[config.mk]
export PLATFORM = sky130hd
export DESIGN_NAME = async_byte_framer
export DESIGN_NICKNAME = d
export VERILOG_FILES = /design/src/rtl/abf_pkg.sv /design/src/rtl/abf_sync.sv /design/src/rtl/abf_rx.sv /design/src/rtl/abf_readout.sv /design/src/rtl/async_byte_framer.sv
export SDC_FILE = /design/constraint.sdc
export NUM_CORES = 1
export LEC_CHECK = 0
export BUFFER_PORTS_ARGS = -buffer_cell sky130_fd_sc_hd__buf_2
export CAP_MARGIN = 30
export CORE_UTILIZATION = 64
export DETAILED_ROUTE_END_ITERATION = 8
export PLACE_DENSITY = 0.83
export SLEW_MARGIN = 30
export SYNTH_ARGS = -nofsm -noshare
export SYNTH_HDL_FRONTEND = slang
export SYNTH_SLANG_ARGS = --single-unit
[constraint.sdc]
create_clock -name clk -period 4.05 [get_ports clk]
set_clock_uncertainty 0.15 [all_clocks]
set_input_delay 0.2025 -clock clk [delete_from_list [all_inputs] [get_ports clk]]
set_output_delay 0.2025 -clock clk [all_outputs]
set_load 0.03 [all_outputs]
[src/rtl/abf_pkg.sv]
package abf_pkg;
  typedef enum logic [2:0] {
    RX_IDLE   = 3'd0,
    RX_START  = 3'd1,
    RX_DATA   = 3'd2,
    RX_STOP   = 3'd3,
    RX_WAITHI = 3'd4
  } rx_state_e;
endpackage

[src/rtl/abf_sync.sv]
module abf_sync #(
  parameter int unsigned          W       = 1,
  parameter int unsigned          STAGES  = 2,
  parameter logic [W-1:0]         RST_VAL = '0
) (
  input  logic         clk,
  input  logic         rst_n,
  input  logic [W-1:0] d_i,
  output logic [W-1:0] q_o
);
  logic [STAGES-1:0][W-1:0] pipe_q;
  logic [STAGES-1:0][W-1:0] pipe_d;

  always_comb begin
    pipe_d[0] = d_i;
    for (int s = 1; s < STAGES; s++) pipe_d[s] = pipe_q[s-1];
  end

  genvar g;
  generate
    for (g = 0; g < STAGES; g++) begin : g_stage
      always_ff @(posedge clk or negedge rst_n) begin
        if (!rst_n) pipe_q[g] <= RST_VAL;
        else        pipe_q[g] <= pipe_d[g];
      end
    end
  endgenerate

  assign q_o = pipe_q[STAGES-1];
endmodule

[src/rtl/abf_rx.sv]
module abf_rx
  import abf_pkg::*;
#(
  parameter int unsigned OSR    = 16,
  parameter int unsigned DATA_W = 8
) (
  input  logic              clk,
  input  logic              rst_n,
  input  logic              en_i,
  input  logic              rx_s_i,
  output logic              done_o,
  output logic              ferr_o,
  output logic [DATA_W-1:0] byte_o
);
  localparam int unsigned CW   = (OSR > 1) ? $clog2(OSR) : 1;
  localparam int unsigned BW   = (DATA_W > 1) ? $clog2(DATA_W) : 1;
  localparam int unsigned HALF = OSR / 2;
  localparam logic [CW-1:0] CNT_LAST = CW'(OSR - 1);
  localparam logic [CW-1:0] CNT_MID  = CW'(HALF - 1);
  localparam logic [BW-1:0] BIT_LAST = BW'(DATA_W - 1);

  rx_state_e         state_q, state_d;
  logic [CW-1:0]     cnt_q, cnt_d;
  logic [BW-1:0]     bit_q, bit_d;
  logic [DATA_W-1:0] sr_q, sr_d;
  logic              done_q, done_d;
  logic              ferr_q, ferr_d;
  logic              tick;

  assign tick = (cnt_q == CNT_LAST);

  always_comb begin
    state_d = state_q;
    cnt_d   = cnt_q;
    bit_d   = bit_q;
    sr_d    = sr_q;
    done_d  = 1'b0;
    ferr_d  = 1'b0;
    case (state_q)
      RX_IDLE: begin
        if (!rx_s_i) begin
          state_d = RX_START;
          cnt_d   = '0;
        end
      end
      RX_START: begin
        if (cnt_q == CNT_MID) begin
          cnt_d = '0;
          if (!rx_s_i) begin
            state_d = RX_DATA;
            bit_d   = '0;
          end else begin
            state_d = RX_IDLE;
          end
        end else begin
          cnt_d = cnt_q + 1'b1;
        end
      end
      RX_DATA: begin
        if (tick) begin
          cnt_d = '0;
          sr_d  = {rx_s_i, sr_q[DATA_W-1:1]};
          if (bit_q == BIT_LAST) state_d = RX_STOP;
          else                   bit_d   = bit_q + 1'b1;
        end else begin
          cnt_d = cnt_q + 1'b1;
        end
      end
      RX_STOP: begin
        if (tick) begin
          cnt_d = '0;
          if (rx_s_i) begin
            done_d  = 1'b1;
            state_d = RX_IDLE;
          end else begin
            ferr_d  = 1'b1;
            state_d = RX_WAITHI;
          end
        end else begin
          cnt_d = cnt_q + 1'b1;
        end
      end
      RX_WAITHI: begin
        if (rx_s_i) state_d = RX_IDLE;
      end
      default: state_d = RX_IDLE;
    endcase
    if (!en_i) begin
      state_d = RX_IDLE;
      done_d  = 1'b0;
      ferr_d  = 1'b0;
    end
  end

  always_ff @(posedge clk or negedge rst_n) begin
    if (!rst_n) begin
      state_q <= RX_IDLE;
      cnt_q   <= '0;
      bit_q   <= '0;
      sr_q    <= '0;
      done_q  <= 1'b0;
      ferr_q  <= 1'b0;
    end else begin
      state_q <= state_d;
      cnt_q   <= cnt_d;
      bit_q   <= bit_d;
      sr_q    <= sr_d;
      done_q  <= done_d;
      ferr_q  <= ferr_d;
    end
  end

  assign done_o = done_q;
  assign ferr_o = ferr_q;
  assign byte_o = sr_q;


  ferr_done_excl_chk: assert property (@(posedge clk) disable iff (!rst_n)
    !(done_q && ferr_q));

  en_low_quiet_chk: assert property (@(posedge clk) disable iff (!rst_n)
    (!en_i && $past(!en_i)) |-> (!done_q && !ferr_q));

  waithi_hold_chk: assert property (@(posedge clk) disable iff (!rst_n)
    (state_q == RX_WAITHI && !rx_s_i && en_i) |=> (state_q == RX_WAITHI));
endmodule

[src/rtl/abf_readout.sv]
module abf_readout #(
  parameter int unsigned DATA_W    = 8,
  parameter int unsigned READY_CYC = 8
) (
  input  logic              clk,
  input  logic              rst_n,
  input  logic              load_i,
  input  logic [DATA_W-1:0] din_i,
  input  logic              hclk_s_i,
  output logic              sdata_o,
  output logic              rdy_n_o
);
  localparam int unsigned TW = $clog2(READY_CYC + 1);
  localparam logic [TW-1:0] TMR_INIT = TW'(READY_CYC - 1);

  logic [DATA_W-1:0] hold_q, hold_d;
  logic [TW-1:0]     tmr_q, tmr_d;
  logic              rdy_n_q, rdy_n_d;
  logic              hclk_q;
  logic              rise;

  assign rise = hclk_s_i & ~hclk_q;

  always_comb begin
    hold_d  = hold_q;
    tmr_d   = tmr_q;
    rdy_n_d = rdy_n_q;
    if (load_i) begin
      hold_d  = din_i;
      rdy_n_d = 1'b0;
      tmr_d   = TMR_INIT;
    end else begin
      if (rise) hold_d = {1'b1, hold_q[DATA_W-1:1]};
      if (!rdy_n_q) begin
        if (rise || tmr_q == '0) rdy_n_d = 1'b1;
        else                     tmr_d   = tmr_q - 1'b1;
      end
    end
  end

  always_ff @(posedge clk or negedge rst_n) begin
    if (!rst_n) begin
      hold_q  <= '1;
      tmr_q   <= '0;
      rdy_n_q <= 1'b1;
      hclk_q  <= 1'b0;
    end else begin
      hold_q  <= hold_d;
      tmr_q   <= tmr_d;
      rdy_n_q <= rdy_n_d;
      hclk_q  <= hclk_s_i;
    end
  end

  assign sdata_o = hold_q[0];
  assign rdy_n_o = rdy_n_q;


  load_sets_rdy_chk: assert property (@(posedge clk) disable iff (!rst_n)
    load_i |=> !rdy_n_q);

  host_clear_chk: assert property (@(posedge clk) disable iff (!rst_n)
    (!rdy_n_q && rise && !load_i) |=> rdy_n_q);

  rdy_cause_chk: assert property (@(posedge clk) disable iff (!rst_n)
    $fell(rdy_n_q) |-> $past(load_i));

  tmr_bound_chk: assert property (@(posedge clk) disable iff (!rst_n)
    !rdy_n_q |-> (tmr_q < TW'(READY_CYC)));

  shift_step_chk: assert property (@(posedge clk) disable iff (!rst_n)
    (rise && !load_i) |=> (hold_q == {1'b1, $past(hold_q[DATA_W-1:1])}));

  hold_stable_chk: assert property (@(posedge clk) disable iff (!rst_n)
    (!rise && !load_i) |=> $stable(hold_q));
endmodule

[src/rtl/async_byte_framer.sv]
module async_byte_framer #(
  parameter int unsigned OSR       = 16,
  parameter int unsigned DATA_W    = 8,
  parameter int unsigned READY_CYC = OSR / 2
) (
  input  logic clk,
  input  logic rst_n,
  input  logic en_i,
  input  logic rx_bit_i,
  input  logic hclk_i,
  output logic sdata_o,
  output logic rdy_n_o,
  output logic ferr_o
);
  logic [1:0]        sync_q;
  logic              rx_s;
  logic              hclk_s;
  logic              done;
  logic              ferr;
  logic [DATA_W-1:0] rx_byte;

  abf_sync #(.W(2), .STAGES(2), .RST_VAL(2'b01)) u_sync (
    .clk   (clk),
    .rst_n (rst_n),
    .d_i   ({hclk_i, rx_bit_i}),
    .q_o   (sync_q)
  );
  assign rx_s   = sync_q[0];
  assign hclk_s = sync_q[1];

  abf_rx #(.OSR(OSR), .DATA_W(DATA_W)) u_rx (
    .clk    (clk),
    .rst_n  (rst_n),
    .en_i   (en_i),
    .rx_s_i (rx_s),
    .done_o (done),
    .ferr_o (ferr),
    .byte_o (rx_byte)
  );

  abf_readout #(.DATA_W(DATA_W), .READY_CYC(READY_CYC)) u_readout (
    .clk      (clk),
    .rst_n    (rst_n),
    .load_i   (done),
    .din_i    (rx_byte),
    .hclk_s_i (hclk_s),
    .sdata_o  (sdata_o),
    .rdy_n_o  (rdy_n_o)
  );

  assign ferr_o = ferr;


  ferr_pulse_chk: assert property (@(posedge clk) disable iff (!rst_n)
    ferr_o |=> !ferr_o);

  ferr_no_rdy_chk: assert property (@(posedge clk) disable iff (!rst_n)
    ferr_o |=> rdy_n_o || $past(!rdy_n_o));
endmodule

Yosys cells after proc, flatten, opt, wreduce, memory -nomap -nowiden --
Index checks and enable logic that the tools add are counted.
Storage, ports and cells: flip-flop bits (word level) 38, output and inout port bits 3, logic and storage cells 84
Cells by class: add/subtract/negate cells 3, equal/unequal tests 20, mux-type cells 35, bitwise logic cells 2, reductions and logical operators 12
Operator list (number):
- $mux W3 | 12
- $mux W4 | 6
- $mux W8 | 2
- $pmux W3 S5 | 1
- $ne A3 B2 Y1 const B | 4
- $pmux W4 S3 | 1
- $mux W1 | 11
- $ne A2 B2 Y1 const B | 5
- $eq A3 B2 Y1 const B | 2
- $eq A3 B3 Y1 const B | 2
- $ne A3 B3 Y1 const B | 2
- $pmux W3 S2 | 1
- $reduce_and A2 Y1 | 3
- $reduce_and A6 Y1 | 1
- $reduce_and A5 Y1 | 1
- $add A4 B1 Y4 const B | 1
- $eq A4 B3 Y1 const B | 1
- $eq A4 B4 Y1 const B | 1
- $logic_not A4 Y1 | 1
- $ne A2 B1 Y1 const B | 2
- $reduce_bool A2 Y1 | 2
- $sub A4 B1 Y4 const B | 1
- $add A3 B1 Y3 const B | 1
- $eq A3 B1 Y1 const B | 1
- 7 further kinds | 7

Depth between registers and ports, before layout --
depth after elaboration 6, mapped depth 6

Cells and area by module --
Synthesis repeated with hierarchy kept, for this count alone.
Unflattened totals: cells, all modules 147, area, all modules 1775.5 sq um
Modules (own cells, without submodules):
- abf_rx | instances 1, cells each 77, area each 983.4 sq um
- abf_readout | instances 1, cells each 66, area each 689.4 sq um
- abf_sync | instances 1, cells each 4, area each 102.6 sq um

Worst setup path before layout --
No wires, ideal clock.
kind register to register, start register u_rx.cnt_q[0], end register u_rx.sr_q[0] (netlist: u_rx.byte_o[0]), library setup time 125 ps, arrival 1507 ps, required time 3775 ps, slack 2267 ps, cell stages (with the launch flop) 6, buffers on the path 1, cells stage by stage dfrtp_1 > ha_1 > nand3_2 > or3_1 > buf_6 > mux2_4
On the way: longest elaborated chain between the ends 2
RTL lines:
- from (decl) | RTL line abf_rx.sv:23 | logic [CW-1:0] cnt_q, cnt_d;
- from (signal assigned) | RTL line abf_rx.sv:105 | cnt_q <= cnt_d;
- $eq A4 B4 Y1 | RTL line abf_rx.sv:30 | assign tick = (cnt_q == CNT_LAST);
- $reduce_and A2 Y1 (no source line)
- to (signal assigned) | RTL line abf_rx.sv:107 | sr_q <= sr_d;
- to (decl) | RTL line abf_rx.sv:25 | logic [DATA_W-1:0] sr_q, sr_d;
Every way passes these cells. A chain may end at the register's enable or synchronous reset.

Worst setup path after layout --
start register u_rx.cnt_q[0], end register u_rx.sr_q[5] (netlist: u_rx.byte_o[5])
Same word-level chain as after synthesis.

==> impl_metrics.csv <==
group,metric,value,unit
status,status,"finished clean",
cts,cts_max_level,2,
logic_synthesis,synth.largest_area_cell,"dfrtp_1",
worst_setup_path,worstRegToRegCells,4,
sta,finalMaxSlewViolations,0,
placed_design,place.gp.congestion,0.8553,
sta,worstMarginPinSlew,811.5,ps
cts,postCtsSetupBuffers,0,
global_route,grt_usage,0.2310,
cts,path_clk_slew,100,ps
sta,fmax,482.7,MHz
power_and_ir_drop,switching_share,0.2498,
route,dr.pass1.iters,4,
route,drcViolationCount,0,
final_layout,nets,166,
cts,cts_tree,"done",
logic_synthesis,yosysSeqAreaShare,0.5652,
route,drt-initial-drc-count,28,
floorplan,die_y,53.64,um
worst_setup_path,cp-start-kind,"flip-flop",
worst_setup_path,critPathKind,"reg -> reg",
global_route,grt_pass1_wl,4595,um
logic_synthesis,synthFlopType,"dfrtp_1",
sta,final.setup.tns,0,ps
sta,setup_violations,0,
power_and_ir_drop,leakagePower,0.0008664,uW
worst_setup_path,path_cells,"ha_1 -> nand3_2 -> or3_1 -> mux2_4",
placed_design,portBuffers,7,
power_and_ir_drop,power.density,372.5,mW/mm^2
final_layout,fin_util,0.7407,
global_route,antenna_found_initial,0,
worst_setup_path,reg2reg_from,"u_rx.cnt_q[0]$_DFFE_PN0P_",
sta,fin_crit_sh,0.5115,
route,vias_per_cell,5.910,
route,wire_per_inst,14.18,um
final_layout,area_growth_syn_to_layout,8.505,%
power_and_ir_drop,seq_power_share,0.604,
logic_synthesis,synthTopCellsByArea,"dfrtp_1 40%, dfstp_2 17%, mux2_4 6.2%",
route,ant_nets,0,
logic_synthesis,syn_nets,153,
sta,hold_viol_final,0,
logic_synthesis,synthArstFlopShare,1.000,
min_path,min_from,"u_sync.pipe_d[3]$_DFF_PN0_",
global_route,grt_pass1_vias,1063,
cts,cts-hold-fix-buffers,4,
logic_synthesis,synth_area_per_cell,11.85,sq um
worst_setup_path,endpoint_kind,"flip-flop",
job,maxCapViolations,0,
logic_synthesis,synth_edf_count,0,
cts,cts.root.buffer_cell,"clkbuf_4",
logic_synthesis,synth_top_area_share,0.3959,
power_and_ir_drop,p_comb_frac,0.106,
worst_setup_path,rrSetupSlack,1980,ps
sta,slew_headroom,0.4590,
floorplan,design.core.area,0.002500,sq mm
floorplan,die_w,53.64,um
global_route,grt_max_degree,39,
worst_setup_path,cpMaxStageDelayCell,"or3_1",
placed_design,hpwl,1823,um
logic_synthesis,syn-cell-area,0.001707,sq mm
floorplan,dieArea,0.002877,sq mm
cts,clock_latency,340,ps
min_path,hold_path.class,"reg -> reg",
worst_setup_path,slowest_delay,620,ps
worst_setup_path,crit_fanout,10,
floorplan,ios,8,
power_and_ir_drop,netSwitchingPower,172.3,uW
route,wl,2666,um
sta,grt_setup_unrepaired,"no",
cts,clock_sinks,38,
cts,numCtsBuffers,5,
logic_synthesis,yosysWarnings,0,
floorplan,rows,18,
min_path,worstHoldEndpoint,"u_sync.q_o[1]$_DFF_PN0_",
cts,cts-resized-gates,0,
worst_setup_path,critical_path_required,4130,ps
power_and_ir_drop,p_int,517.4,uW
final_layout,layout-drive-gt1-share,0.2342,
global_route,grt_overflow,0,
cts,clockBufferDepth,2,
route,num_vias,1111,
logic_synthesis,postSynthCellCount,144,
final_layout,diodes,0,
worst_setup_path,cp.arrival,2150,ps
power_and_ir_drop,ir_worst_vdd,267.4,uV
power_and_ir_drop,clkPwrFrac,0.291,
worst_setup_path,rr_endpoint,"u_rx.byte_o[5]$_DFFE_PN0P_",
min_path,whs_path_depth,0,
sta,timing.final.crit_period,2072,ps
logic_synthesis,yosys.cell_types.count,34,
logic_synthesis,synth_seq_cells,38,
floorplan,start_util,0.6827,
## worst max-delay path: cells and delay by family, from the launching register on
kind	cells	cell delay (ps)
and+or+nand+nor	2	770
DFF	1	390
adders and majority gates	1	270
muxes	1	380
## cells in the final DEF, fill, tap and decap left out, types with 2 or more instances in the layout
cell type,instances
a21o_1,2
dfrtp_1,27
nand2b_1,5
nor4_1,3
nor2_1,12
inv_1,4
or3_1,2
nor3_1,2
mux2_4,7
dlygate4sd3_1,4
dfstp_2,11
mux2i_1,9
ha_1,4
a31oi_1,2
buf_2,7
o21ai_0,11
nor2b_1,3
clkbuf_4,5
nand2_1,12
nand3_1,2
xnor2_1,2
a21oi_1,4
a22o_1,4
## cell type report
cell class	count	area [sq um]
multi-input combinational	97	699.4
clock buffer	7	55.05
tap	30	37.54
sequential	38	964.7
timing repair buffer	11	75.07
clock inverter	1	5.005
inverter	4	15.01
fill	184	648.1
## stage by stage
stage                     worst slack (ps)  instance area, sq um  hold WS, ps  std cells  power [uW]
final                                 1979                  1852        214.3        188       689.8
after global routing                  1886                  1852        222.8        188       722.8
after CTS                             2000                  1852        215.3        188       694.8
after detailed placement              2019                  1752        159.0        176       493.8
after global placement                2094                  1752        159.4        176       484.7
after floorplan                       2267                  1707       -243.1        144       468.7
## how the worst max path moves through the flow
stage,startpoint,to,cells past startpoint
3_5_place_dp,u_rx.cnt_q[0]$_DFFE_PN0P_,u_rx.byte_o[2]$_DFFE_PN0P_,4
2_1_floorplan,u_rx.cnt_q[0]$_DFFE_PN0P_,u_rx.byte_o[0]$_DFFE_PN0P_,5
6_report,u_rx.cnt_q[0]$_DFFE_PN0P_,u_rx.byte_o[5]$_DFFE_PN0P_,4
4_1_cts,u_rx.cnt_q[0]$_DFFE_PN0P_,u_rx.byte_o[2]$_DFFE_PN0P_,4
5_1_grt,u_rx.cnt_q[0]$_DFFE_PN0P_,u_rx.byte_o[2]$_DFFE_PN0P_,4
3_3_place_gp,u_rx.cnt_q[0]$_DFFE_PN0P_,u_rx.byte_o[0]$_DFFE_PN0P_,4
## metal layers
metal / track usage / vias up / wire [um]
li1: - / 540 / -
met1: 0.2841 / 539 / 1246
met2: 0.3792 / 25 / 1277
met3: 0.05932 / 7 / 92
met4: 0.1096 / 0 / 49
met5: 0 / - / 0
## sequential cells by signal (all words and copies together) (netlist names)
register           cells
u_rx.cnt_q             4
u_rx.done_o            1
u_readout.tmr_q        4
u_readout.hclk_q       1
u_sync.pipe_d          2
u_rx.ferr_o            1
u_readout.hold_q       8
u_rx.byte_o            8
u_readout.rdy_n_o      1
u_rx.state_q           3
u_rx.bit_q             3
u_sync.q_o             2
## synth_stat cells, drive strengths merged (4+ instances only)
master / n
nand2: 12
mux2i: 9
dfrtp: 27
nand2b: 5
inv: 4
a22o: 4
o21ai: 11
ha: 4
nor2: 12
mux2: 9
dfstp: 11
a21oi: 4
## kinds of logic after synthesis
logic type	after synthesis	share of synthesized area
simple gates	45	0.1356
compound gates	28	0.1070
buf+inv	9	0.02492
fa+ha+maj	4	0.02933
flops	38	0.5653
xor+xnor	2	0.01027
mux	18	0.1276
## power groups by stage
stage,logic (uW),clock network (uW),registers [uW]
detailed placement,70.4,0,423
global route,84.7,219,419
finish,72.8,200,417
CTS,74.1,204,416
global placement,63.4,0,421
floorplan,45.5,0,423
(Power assumes the default switching activity.)
